--- src/rtl/rm_int_pkg.sv ---
package rm_int_pkg;
  typedef enum logic [2:0] {
    ST_IDLE, ST_RD_IP, ST_RD_CS, ST_PUSH_FL, ST_PUSH_CS, ST_PUSH_IP, ST_FIN
  } step_e;

  // flag positions cleared on entry
  localparam int unsigned FL_TF = 8;
  localparam int unsigned FL_IF = 9;
  localparam int unsigned FL_RF = 16;
  localparam int unsigned FL_AC = 18;
endpackage

--- src/rtl/rm_int_fsm.sv ---
module rm_int_fsm
  import rm_int_pkg::*;
(
  input  logic  clk_i,
  input  logic  rst_ni,
  input  logic  start_i,
  input  logic  rd_ack_i,
  input  logic  wr_ack_i,
  output step_e step_o
);
  step_e step_q, step_d;

  always_comb begin
    step_d = step_q;
    unique case (step_q)
      ST_IDLE:    if (start_i)  step_d = ST_RD_IP;
      ST_RD_IP:   if (rd_ack_i) step_d = ST_RD_CS;
      ST_RD_CS:   if (rd_ack_i) step_d = ST_PUSH_FL;
      ST_PUSH_FL: if (wr_ack_i) step_d = ST_PUSH_CS;
      ST_PUSH_CS: if (wr_ack_i) step_d = ST_PUSH_IP;
      ST_PUSH_IP: if (wr_ack_i) step_d = ST_FIN;
      ST_FIN:                   step_d = ST_IDLE;
      default:                  step_d = ST_IDLE;
    endcase
  end

  always_ff @(posedge clk_i or negedge rst_ni) begin
    if (!rst_ni) step_q <= ST_IDLE;
    else         step_q <= step_d;
  end

  assign step_o = step_q;


  fin_single_chk: assert property (@(posedge clk_i) disable iff (!rst_ni)
    step_q == ST_FIN |=> step_q == ST_IDLE);
endmodule

--- src/rtl/rm_int_capture.sv ---
module rm_int_capture #(
  parameter int unsigned VEC_W   = 8,
  parameter int unsigned WORD_W  = 16,
  parameter int unsigned FLAGS_W = 32,
  parameter int unsigned BASE_W  = 20
) (
  input  logic               clk_i,
  input  logic               rst_ni,
  input  logic               load_i,
  input  logic [VEC_W-1:0]   vec_i,
  input  logic [FLAGS_W-1:0] flags_i,
  input  logic [WORD_W-1:0]  sel_i,
  input  logic [BASE_W-1:0]  base_i,
  input  logic [WORD_W-1:0]  limit_i,
  input  logic [WORD_W-1:0]  ip_i,
  input  logic [WORD_W-1:0]  sp_i,
  input  logic               tbl_ip_we_i,
  input  logic               tbl_sel_we_i,
  input  logic [WORD_W-1:0]  rd_data_i,
  input  logic               push_i,
  output logic [VEC_W-1:0]   vec_o,
  output logic [FLAGS_W-1:0] flags_o,
  output logic [WORD_W-1:0]  sel_o,
  output logic [BASE_W-1:0]  base_o,
  output logic [WORD_W-1:0]  limit_o,
  output logic [WORD_W-1:0]  ip_o,
  output logic [WORD_W-1:0]  sp_o,
  output logic [WORD_W-1:0]  tbl_ip_o,
  output logic [WORD_W-1:0]  tbl_sel_o
);
  localparam logic [WORD_W-1:0] PUSH_STEP = WORD_W'(WORD_W / 8);

  always_ff @(posedge clk_i or negedge rst_ni) begin
    if (!rst_ni) begin
      vec_o     <= '0;
      flags_o   <= '0;
      sel_o     <= '0;
      base_o    <= '0;
      limit_o   <= '0;
      ip_o      <= '0;
      sp_o      <= '0;
      tbl_ip_o  <= '0;
      tbl_sel_o <= '0;
    end else begin
      if (load_i) begin
        vec_o   <= vec_i;
        flags_o <= flags_i;
        sel_o   <= sel_i;
        base_o  <= base_i;
        limit_o <= limit_i;
        ip_o    <= ip_i;
        sp_o    <= sp_i;
      end else if (push_i) begin
        sp_o <= sp_o - PUSH_STEP;  // wraps modulo 2^WORD_W
      end
      if (tbl_ip_we_i)  tbl_ip_o  <= rd_data_i;
      if (tbl_sel_we_i) tbl_sel_o <= rd_data_i;
    end
  end
endmodule

--- src/rtl/rm_int_result.sv ---
module rm_int_result
  import rm_int_pkg::*;
#(
  parameter int unsigned WORD_W  = 16,
  parameter int unsigned FLAGS_W = 32,
  parameter int unsigned BASE_W  = 20
) (
  input  logic [FLAGS_W-1:0] flags_i,
  input  logic [WORD_W-1:0]  sel_i,
  input  logic [BASE_W-1:0]  base_i,
  input  logic [WORD_W-1:0]  limit_i,
  input  logic [WORD_W-1:0]  tbl_ip_i,
  input  logic [WORD_W-1:0]  tbl_sel_i,
  input  logic [WORD_W-1:0]  old_ip_i,
  output logic               over_limit_o,
  output logic [WORD_W-1:0]  ip_o,
  output logic [WORD_W-1:0]  sel_o,
  output logic [BASE_W-1:0]  base_o,
  output logic [FLAGS_W-1:0] flags_o
);
  localparam int unsigned SHIFT = BASE_W - WORD_W;
  localparam logic [FLAGS_W-1:0] CLR_MASK =
      (FLAGS_W'(1) << FL_TF) | (FLAGS_W'(1) << FL_IF) |
      (FLAGS_W'(1) << FL_RF) | (FLAGS_W'(1) << FL_AC);

  logic [BASE_W-1:0] new_base;
  assign new_base     = {tbl_sel_i, {SHIFT{1'b0}}};
  assign over_limit_o = tbl_ip_i > limit_i;

  always_comb begin
    if (over_limit_o) begin
      ip_o    = old_ip_i;
      sel_o   = sel_i;
      base_o  = base_i;
      flags_o = flags_i;
    end else begin
      ip_o    = tbl_ip_i;
      sel_o   = tbl_sel_i;
      base_o  = new_base;
      flags_o = flags_i & ~CLR_MASK;
    end
  end
endmodule

--- src/rtl/rm_int_seq.sv ---
module rm_int_seq
  import rm_int_pkg::*;
#(
  parameter int unsigned VEC_W   = 8,
  parameter int unsigned WORD_W  = 16,
  parameter int unsigned FLAGS_W = 32,
  parameter int unsigned ADDR_W  = 20
) (
  input  logic               clk_i,
  input  logic               rst_ni,
  input  logic               start_i,
  input  logic [VEC_W-1:0]   vector_i,
  input  logic [FLAGS_W-1:0] flags_i,
  input  logic [WORD_W-1:0]  cs_sel_i,
  input  logic [ADDR_W-1:0]  cs_base_i,
  input  logic [WORD_W-1:0]  cs_limit_i,
  input  logic [WORD_W-1:0]  next_ip_i,
  input  logic [WORD_W-1:0]  sp_i,
  output logic               busy_o,
  output logic               rd_valid_o,
  output logic [ADDR_W-1:0]  rd_addr_o,
  input  logic               rd_ready_i,
  input  logic [WORD_W-1:0]  rd_data_i,
  output logic               wr_valid_o,
  output logic [WORD_W-1:0]  wr_addr_o,
  output logic [WORD_W-1:0]  wr_data_o,
  input  logic               wr_ready_i,
  output logic               done_o,
  output logic               fault_o,
  output logic [WORD_W-1:0]  ip_o,
  output logic [WORD_W-1:0]  cs_sel_o,
  output logic [ADDR_W-1:0]  cs_base_o,
  output logic [FLAGS_W-1:0] flags_o,
  output logic [WORD_W-1:0]  sp_o
);
  localparam int unsigned ENT_W = VEC_W + 2;
  localparam logic [WORD_W-1:0] WSTEP = WORD_W'(WORD_W / 8);

  step_e step;
  logic  rd_ack, wr_ack, load;
  logic [VEC_W-1:0]   c_vec;
  logic [FLAGS_W-1:0] c_flags;
  logic [WORD_W-1:0]  c_sel, c_limit, c_ip, c_sp, t_ip, t_sel;
  logic [ADDR_W-1:0]  c_base;
  logic               over_limit;
  logic [ENT_W-1:0]   ent_addr;

  assign rd_ack = rd_valid_o & rd_ready_i;
  assign wr_ack = wr_valid_o & wr_ready_i;
  assign load   = start_i & (step == ST_IDLE);

  rm_int_fsm u_fsm (
    .clk_i, .rst_ni, .start_i,
    .rd_ack_i (rd_ack),
    .wr_ack_i (wr_ack),
    .step_o   (step)
  );

  rm_int_capture #(
    .VEC_W(VEC_W), .WORD_W(WORD_W), .FLAGS_W(FLAGS_W), .BASE_W(ADDR_W)
  ) u_cap (
    .clk_i, .rst_ni,
    .load_i       (load),
    .vec_i        (vector_i),
    .flags_i      (flags_i),
    .sel_i        (cs_sel_i),
    .base_i       (cs_base_i),
    .limit_i      (cs_limit_i),
    .ip_i         (next_ip_i),
    .sp_i         (sp_i),
    .tbl_ip_we_i  (rd_ack & (step == ST_RD_IP)),
    .tbl_sel_we_i (rd_ack & (step == ST_RD_CS)),
    .rd_data_i    (rd_data_i),
    .push_i       (wr_ack),
    .vec_o        (c_vec),
    .flags_o      (c_flags),
    .sel_o        (c_sel),
    .base_o       (c_base),
    .limit_o      (c_limit),
    .ip_o         (c_ip),
    .sp_o         (c_sp),
    .tbl_ip_o     (t_ip),
    .tbl_sel_o    (t_sel)
  );

  rm_int_result #(
    .WORD_W(WORD_W), .FLAGS_W(FLAGS_W), .BASE_W(ADDR_W)
  ) u_res (
    .flags_i      (c_flags),
    .sel_i        (c_sel),
    .base_i       (c_base),
    .limit_i      (c_limit),
    .tbl_ip_i     (t_ip),
    .tbl_sel_i    (t_sel),
    .old_ip_i     (c_ip),
    .over_limit_o (over_limit),
    .ip_o         (ip_o),
    .sel_o        (cs_sel_o),
    .base_o       (cs_base_o),
    .flags_o      (flags_o)
  );

  // vector zero-extended, scaled by 4; selector word sits 2 bytes higher
  assign ent_addr   = {c_vec, (step == ST_RD_CS), 1'b0};
  assign rd_addr_o  = {{(ADDR_W-ENT_W){1'b0}}, ent_addr};
  assign rd_valid_o = (step == ST_RD_IP) | (step == ST_RD_CS);
  assign wr_valid_o = (step == ST_PUSH_FL) | (step == ST_PUSH_CS) | (step == ST_PUSH_IP);
  assign wr_addr_o  = c_sp - WSTEP;

  always_comb begin
    unique case (step)
      ST_PUSH_FL: wr_data_o = c_flags[WORD_W-1:0];
      ST_PUSH_CS: wr_data_o = c_sel;
      default:    wr_data_o = c_ip;
    endcase
  end

  assign busy_o  = step != ST_IDLE;
  assign done_o  = (step == ST_FIN) & ~over_limit;
  assign fault_o = (step == ST_FIN) &  over_limit;
  assign sp_o    = c_sp;


  rd_wr_excl_chk: assert property (@(posedge clk_i) disable iff (!rst_ni)
    !(rd_valid_o && wr_valid_o));

  end_excl_chk: assert property (@(posedge clk_i) disable iff (!rst_ni)
    !(done_o && fault_o));

  rd_hold_chk: assert property (@(posedge clk_i) disable iff (!rst_ni)
    rd_valid_o && !rd_ready_i |=> rd_valid_o && $stable(rd_addr_o));

  wr_hold_chk: assert property (@(posedge clk_i) disable iff (!rst_ni)
    wr_valid_o && !wr_ready_i |=> wr_valid_o && $stable(wr_addr_o) && $stable(wr_data_o));

  push_step_chk: assert property (@(posedge clk_i) disable iff (!rst_ni)
    wr_ack && (step != ST_PUSH_IP) |=> wr_addr_o == $past(wr_addr_o) - WSTEP);

  start_ignored_chk: assert property (@(posedge clk_i) disable iff (!rst_ni)
    busy_o && start_i && !done_o && !fault_o |=> busy_o);
endmodule

--- config.mk ---
export PLATFORM = sky130hd
export DESIGN_NAME = rm_int_seq
export DESIGN_NICKNAME = d
export VERILOG_FILES = /design/src/rtl/rm_int_pkg.sv /design/src/rtl/rm_int_fsm.sv /design/src/rtl/rm_int_capture.sv /design/src/rtl/rm_int_result.sv /design/src/rtl/rm_int_seq.sv
export SDC_FILE = /design/constraint.sdc
export NUM_CORES = 1
export LEC_CHECK = 0
export CAP_MARGIN = 20
export CORE_MARGIN = 1
export CORE_UTILIZATION = 50
export CTS_CLUSTER_DIAMETER = 120
export DETAILED_ROUTE_END_ITERATION = 12
export GPL_TIMING_DRIVEN = 0
export HOLD_SLACK_MARGIN = 0.06
export PLACE_DENSITY = 0.89
export REMOVE_ABC_BUFFERS = 1
export SLEW_MARGIN = 0
export SYNTH_ARGS = -nofsm -noshare
export SYNTH_HDL_FRONTEND = slang
export SYNTH_HIERARCHICAL = 1
export SYNTH_SLANG_ARGS = --single-unit
--- constraint.sdc ---
create_clock -name clk_i -period 6.9 [get_ports clk_i]
set_input_delay 1.725 -clock clk_i [delete_from_list [all_inputs] [get_ports clk_i]]
set_output_delay 1.725 -clock clk_i [all_outputs]
set_load 0.02 [all_outputs]
==> results.sh, run 1 <==
export IMPL_status="finished, final reports clean"
export IMPL_cts_root_buf="clkbuf_16"
export IMPL_cts_htree_levels=4
export IMPL_synth_async_sr_flop_share_pct=100
export IMPL_period_share_pct=78.4
export IMPL_clockBufferDepth=2
export IMPL_crit_arrival_ns=3.68
export IMPL_gp_congestion=0.819
export IMPL_synth_avg_cell_area_sq_um=11.9
export IMPL_cts_tree="built"
export IMPL_required_ns=5.18
export IMPL_die_area_sq_mm=0.0179
export IMPL_cts_inserted_buffers=17
export IMPL_die_h_um=134
export IMPL_finalClockSkew_ns=0.0129
export IMPL_worstPathMaxFanout=19
export IMPL_first_pass_iters=4
export IMPL_ys_seq_elements=159
export IMPL_grt_max_degree=94
export IMPL_drt_wl_total_mm=23.2
export IMPL_rsz0062_at_grt="no"
export IMPL_leakage_nw=5.02
export IMPL_syn_area_sq_mm=0.00869
export IMPL_routed_via_density=5.46
export IMPL_timing_fmax_mhz=185
export IMPL_ant_nets=0
export IMPL_grt_use_total_pct=26.5
export IMPL_synth_distinct_cells=56
export IMPL_wire_per_inst_um=19.2
export IMPL_start_kind="flop"
export IMPL_ys_top_cells_by_area="dfrtp_1, mux2_2, buf_4, mux2_4, ha_1"
export IMPL_cts_setup_buffers=0
export IMPL_grt_pass1_wl_mm=36.8
export IMPL_gr_total_overflow=0
export IMPL_grt_pass1_vias=6954
export IMPL_start_util_pct=51.9
export IMPL_synthMostInstantiatedCell="mux2_2"
export IMPL_drive_gt1_share_pct=25.5
export IMPL_hold_class="flop to flop"
export IMPL_vias=6618
export IMPL_core_sq_mm=0.0168
export IMPL_power_density_mw_per_mm2=631
export IMPL_fp_dieW_um=134
export IMPL_path_clk_slew_ns=0.06
export IMPL_dp_final_hpwl_mm=16.5
export IMPL_synth_common_cells="mux2_2, dfrtp_1, nand2_1"
export IMPL_antenna_diode_count=0
export IMPL_hold_viol_final=0
export IMPL_synth_warnings=6
export IMPL_cts_resized=0
export IMPL_port_buffers=290
export IMPL_synth_edf_count=0
export IMPL_rows=47
export IMPL_worst_pin_slew_ns=1.02
export IMPL_setup_viol=0
export IMPL_worstSetupEndpointType="output pin"
export IMPL_synthFlopType="dfrtp_1"
export IMPL_antenna_found_initial=0
export IMPL_final_setup_tns_ns=0
export IMPL_synth_seq_area_share_pct=45.8
export IMPL_min_period_ns=5.41
export IMPL_slew_headroom_pct=31.8
export IMPL_syn_inst=733
export IMPL_drc=0
export IMPL_crit_type="flop to output pin"
export IMPL_worstSkewPairLatency_ns=0.42
export IMPL_drtIter0Drc=205
export IMPL_post_route_util_pct=73.2
export IMPL_fin_nets=1143
export IMPL_yosys_area_top_type="dfrtp_1"
export IMPL_finalMaxSlewViolations=0
export IMPL_max_cap_viol_count=0
export IMPL_num_io_pins=302
export IMPL_ctsHoldBuffers=0
export IMPL_ir_worst_vdd_mv=0.420
export IMPL_synth_top_area_share_pct=45.8
export IMPL_area_delta_synth_final_pct=41.2
export IMPL_clkSinkCount=159
[report_power, final]
| part | total [mW] | internal (mW) | leakage (nW) | switching (mW) |
|---|---|---|---|---|
| combinational | 4.95 | 2.65 | 2.86 | 2.30 |
| sequential | 1.91 | 1.41 | 1.90 | 0.493 |
| clock | 0.899 | 0.503 | 0.262 | 0.396 |
[flip-flops by register name (all words and copies together), names as in the netlist]
register         cells
u_cap/flags_o       32
u_cap/base_o        20
u_cap/ip_o          16
u_cap/limit_o       16
u_cap/sel_o         16
u_cap/sp_o          16
u_cap/tbl_ip_o      16
u_cap/tbl_sel_o     16
u_cap/vec_o          8
u_fsm/step_o         3
[final timing paths]
path / start / to / slack (ns) / cells past startpoint
worst min register to register: u_cap/flags_o[16]$_DFFE_PN0P_ / u_cap/flags_o[16]$_DFFE_PN0P_ / 0.50 / 1
worst max register to register: u_fsm/step_o[0]$_DFFE_PN0P_ / u_cap/sp_o[14]$_DFFE_PN0N_ / 3.23 / 7
min in group asynchronous: rst_ni / u_cap/flags_o[12]$_DFFE_PN0P_ / 1.24 / 1
worst min-delay path: u_cap/flags_o[16]$_DFFE_PN0P_ / u_cap/flags_o[16]$_DFFE_PN0P_ / 0.50 / 1
worst max-delay path: u_cap/tbl_ip_o[1]$_DFFE_PN0P_ / ip_o[10] / 1.49 / 9
max in group asynchronous: rst_ni / u_cap/limit_o[8]$_DFFE_PN0P_ / 4.81 / 2
[cell type report]
type / instances / area [sq um]
fill: 1139 / 4490
clock inverter: 13 / 129
timing repair buffer: 301 / 3170
sequential: 159 / 3980
clock buffer: 18 / 429
multi-input combinational: 478 / 4210
inverter: 23 / 86.3
tap: 220 / 275
[routing by layer]
metal | part of all wire, % | routed length, um | track usage (%) | up-vias
met3 | 8.3 | 1940 | 8.43 | 32
met5 | 0 | 0 | 0 | -
met1 | 39 | 9130 | 31.2 | 3251
met2 | 51 | 11800 | 46.3 | 277
met4 | 1.8 | 415 | 7.70 | 0
li1 | - | - | - | 3058
[per-stage QoR]
stage / instances / hold WS (ns) / instance area, sq um / setup slack [ns] / power, mW
finish: 1212 / 0.504 / 12300 / 1.49 / 7.75
global route: 1212 / 0.521 / 12300 / 1.31 / 8.18
CTS: 1211 / 0.505 / 12200 / 1.46 / 7.78
detailed placement: 1180 / 0.491 / 11700 / 1.94 / 6.83
global placement: 1170 / 0.480 / 11400 / -4.43 / 6.38
floorplan: 660 / 0.472 / 8230 / -0.975 / 4.77
[cell usage in the layout (no fill, tap or decap), types with 3 or more instances in the layout]
master           netlist  final
clkinvlp_4             0      4
o21ai_1                6      6
mux2_2               172    172
a21oi_1                6      6
nor3_1                28     28
o311a_1               16     16
and2_1                12     12
o21ai_0               26     26
nor2_1                14     13
nand4_1                5      5
clkdlybuf4s50_1        0    289
o22ai_1               16     16
inv_1                 22     22
nand3_1                3      3
buf_12                 0      4
xor2_1                12     12
dfrtp_1              159    158
conb_1                 1     11
clkbuf_16              0     17
buf_16                 0      6
nor2b_1               19     19
xnor2_1               14     14
mux2_4                20     20
inv_6                  0      5
ha_1                  18     18
nand2_1               42     42
[logic make-up after synthesis]
family	count (synthesis)	share of synthesized area, %
other	1	0.0431
muxes	193	25.9
buffers and inverters	106	6.78
AOI/OAI and AO/OA	77	5.90
xor gates and xnor gates	26	2.62
adders and majority gates	18	2.59
DFF	159	45.8
and+or+nand+nor	153	10.4
[worst max-delay path, cell delays in order (launching register included)]
cell and delay, ns:
dfrtp_1 0.40, ha_1 0.29, nor2b_1 0.13, o211ai_1 0.11
a2111o_1 0.41, a41oi_4 0.59, buf_16 0.24, buf_16 0.17
mux2_2 0.37, clkdlybuf4s50_1 0.56
Power figures use the tool's default switching activity.
==> run 2: changes to the inputs <==
--- a/config.mk
+++ b/config.mk
@@ -7,12 +7,12 @@
 export LEC_CHECK = 0
 export CAP_MARGIN = 20
 export CORE_MARGIN = 1
-export CORE_UTILIZATION = 50
+export CORE_UTILIZATION = 46
 export CTS_CLUSTER_DIAMETER = 120
 export DETAILED_ROUTE_END_ITERATION = 12
 export GPL_TIMING_DRIVEN = 0
 export HOLD_SLACK_MARGIN = 0.06
-export PLACE_DENSITY = 0.89
+export PLACE_DENSITY = 0.83
 export REMOVE_ABC_BUFFERS = 1
 export SLEW_MARGIN = 0
 export SYNTH_ARGS = -nofsm -noshare
==> constraint.sdc (replaced) <==
create_clock -name clk_i -period 5.4 [get_ports clk_i]
set_input_delay 1.35 -clock clk_i [delete_from_list [all_inputs] [get_ports clk_i]]
set_output_delay 1.35 -clock clk_i [all_outputs]
set_load 0.02 [all_outputs]
==> results.sh, run 2 (same netlist as run 1, synthesis figures left out) <==
export IMPL_regMostFlops="u_cap/flags_o"
export IMPL_area_delta_synth_final_pct=41.7
export IMPL_worstSkewPairLatency_ns=0.42
export IMPL_ir_worst_vdd_mv=0.449
export IMPL_grt_pass1_vias=6853
export IMPL_min_period_ns=5.00
export IMPL_wire_per_inst_um=19.2
export IMPL_crit_arrival_ns=3.65
export IMPL_start_kind="flop"
export IMPL_num_io_pins=302
export IMPL_setup_viol=0
export IMPL_worst_pin_slew_ns=1.09
export IMPL_largest_register_ffs=32
export IMPL_clockBufferDepth=2
export IMPL_slew_headroom_pct=27.1
export IMPL_grt_use_total_pct=25.0
export IMPL_grt_pass1_wl_mm=37.7
export IMPL_gr_total_overflow=0
export IMPL_drtIter0Drc=260
export IMPL_drc=0
export IMPL_mostFrequentLayoutCell="clkdlybuf4s50_1"
export IMPL_rows=49
export IMPL_required_ns=4.05
export IMPL_worstPathMaxFanout=21
export IMPL_post_route_util_pct=67.4
export IMPL_cts_resized=0
export IMPL_reg_top3="u_cap/flags_o (32), u_cap/base_o (20)"
export IMPL_fin_cells=1221
export IMPL_antenna_found_initial=0
export IMPL_cts_setup_buffers=0
export IMPL_finalClockSkew_ns=0.00956
export IMPL_ant_nets=0
export IMPL_die_area_sq_mm=0.0195
export IMPL_fp_dieW_um=139
export IMPL_timing_fmax_mhz=200
export IMPL_cts_tree="built"
export IMPL_rsz0062_at_grt="no"
export IMPL_start_util_pct=47.6
export IMPL_port_buffers=290
export IMPL_core_sq_mm=0.0183
export IMPL_max_cap_viol_count=0
export IMPL_hold_viol_final=0
export IMPL_hold_class="flop to flop"
export IMPL_grt_max_degree=95
export IMPL_setup_ws_ns=0.399
export IMPL_finalMaxSlewViolations=0
export IMPL_clkSinkCount=159
export IMPL_path_clk_slew_ns=0.07
export IMPL_multiInputGateArea_sq_mm=0.00421
export IMPL_antenna_diode_count=0
export IMPL_routed_via_density=5.39
export IMPL_leakage_nw=5.04
export IMPL_power_density_mw_per_mm2=805
export IMPL_first_pass_iters=4
export IMPL_regArea_sq_mm=0.00398
export IMPL_cts_inserted_buffers=17
export IMPL_power_mw=9.92
export IMPL_status="finished, final reports clean"
export IMPL_drive_gt1_share_pct=25.4
export IMPL_whs_ns=0.499
export IMPL_crit_type="flop to output pin"
export IMPL_worstSetupEndpointType="output pin"
export IMPL_period_share_pct=92.6
export IMPL_die_h_um=139
export IMPL_ctsHoldBuffers=0
export IMPL_post_place_ws_ns=0.831
export IMPL_drt_wl_total_mm=23.5
export IMPL_vias=6577
export IMPL_cts_htree_levels=4
export IMPL_gp_congestion=0.815
export IMPL_fillers=1366
export IMPL_final_cell_mix="clkdlybuf4s50_1, mux2_2, dfrtp_1, nand2_1, nor3_1"
export IMPL_dp_cells=1189
export IMPL_fin_nets=1143
export IMPL_dp_final_hpwl_mm=16.8
export IMPL_cts_root_buf="clkbuf_16"
run 2: worst max-delay path: stages (launching register included):
cell             delay (ns)
dfrtp_1                0.40
ha_1                   0.30
nor2b_1                0.13
o211ai_1               0.10
a2111o_1               0.42
a41oi_4                0.66
buf_12                 0.27
mux2_2                 0.37
clkdlybuf4s50_1        0.56
run 2: per-stage QoR:
stage,area [sq um],setup TNS [ns]
floorplan,8230,-373.69
global placement,11400,-1563.75
detailed placement,11700,0
CTS,12300,0
global route,12300,0
finish,12300,0
run 2: power by group:
group | internal [mW] | leakage [nW] | switching (mW)
sequential | 1.80 | 1.90 | 0.623
clock | 0.744 | 0.280 | 0.507
combinational | 3.32 | 2.86 | 2.92
total | 5.87 | 5.04 | 4.05
run 2: final timing paths:
path                                               start                              end  slack (ns)  depth (start not counted)
max in group asynchronous                         rst_ni  u_cap/tbl_sel_o[11]$_DFFE_PN0P_        3.66                          2
min reg2reg                  u_cap/base_o[2]$_DFFE_PN0P_      u_cap/base_o[2]$_DFFE_PN0P_        0.50                          1
min                          u_cap/base_o[2]$_DFFE_PN0P_      u_cap/base_o[2]$_DFFE_PN0P_        0.50                          1
max reg2reg                  u_fsm/step_o[0]$_DFFE_PN0P_       u_cap/sp_o[14]$_DFFE_PN0N_        1.56                          8
min in group asynchronous                         rst_ni     u_cap/flags_o[3]$_DFFE_PN0P_        0.86                          1
max                        u_cap/tbl_ip_o[1]$_DFFE_PN0P_                         ip_o[12]        0.40                          8
run 2: layout make-up:
class / count / area share [%]
Inverter: 23 / 0.701
Clock inverter: 11 / 1.26
Tap cell: 229 / 2.33
Multi-Input combinational cell: 478 / 34.1
Clock buffer: 20 / 3.63
Timing Repair Buffer: 301 / 25.7
Sequential cell: 159 / 32.3
run 2: layer usage:
layer | share of wire, % | vias up | routed length [um] | global-route usage (%)
li1 | - | 3061 | - | -
met1 | 40 | 3213 | 9420 | 30.0
met4 | 1.2 | 0 | 282 | 6.73
met3 | 8.6 | 24 | 2020 | 8.12
met5 | 0 | - | 0 | 0
met2 | 50 | 279 | 11800 | 43.0
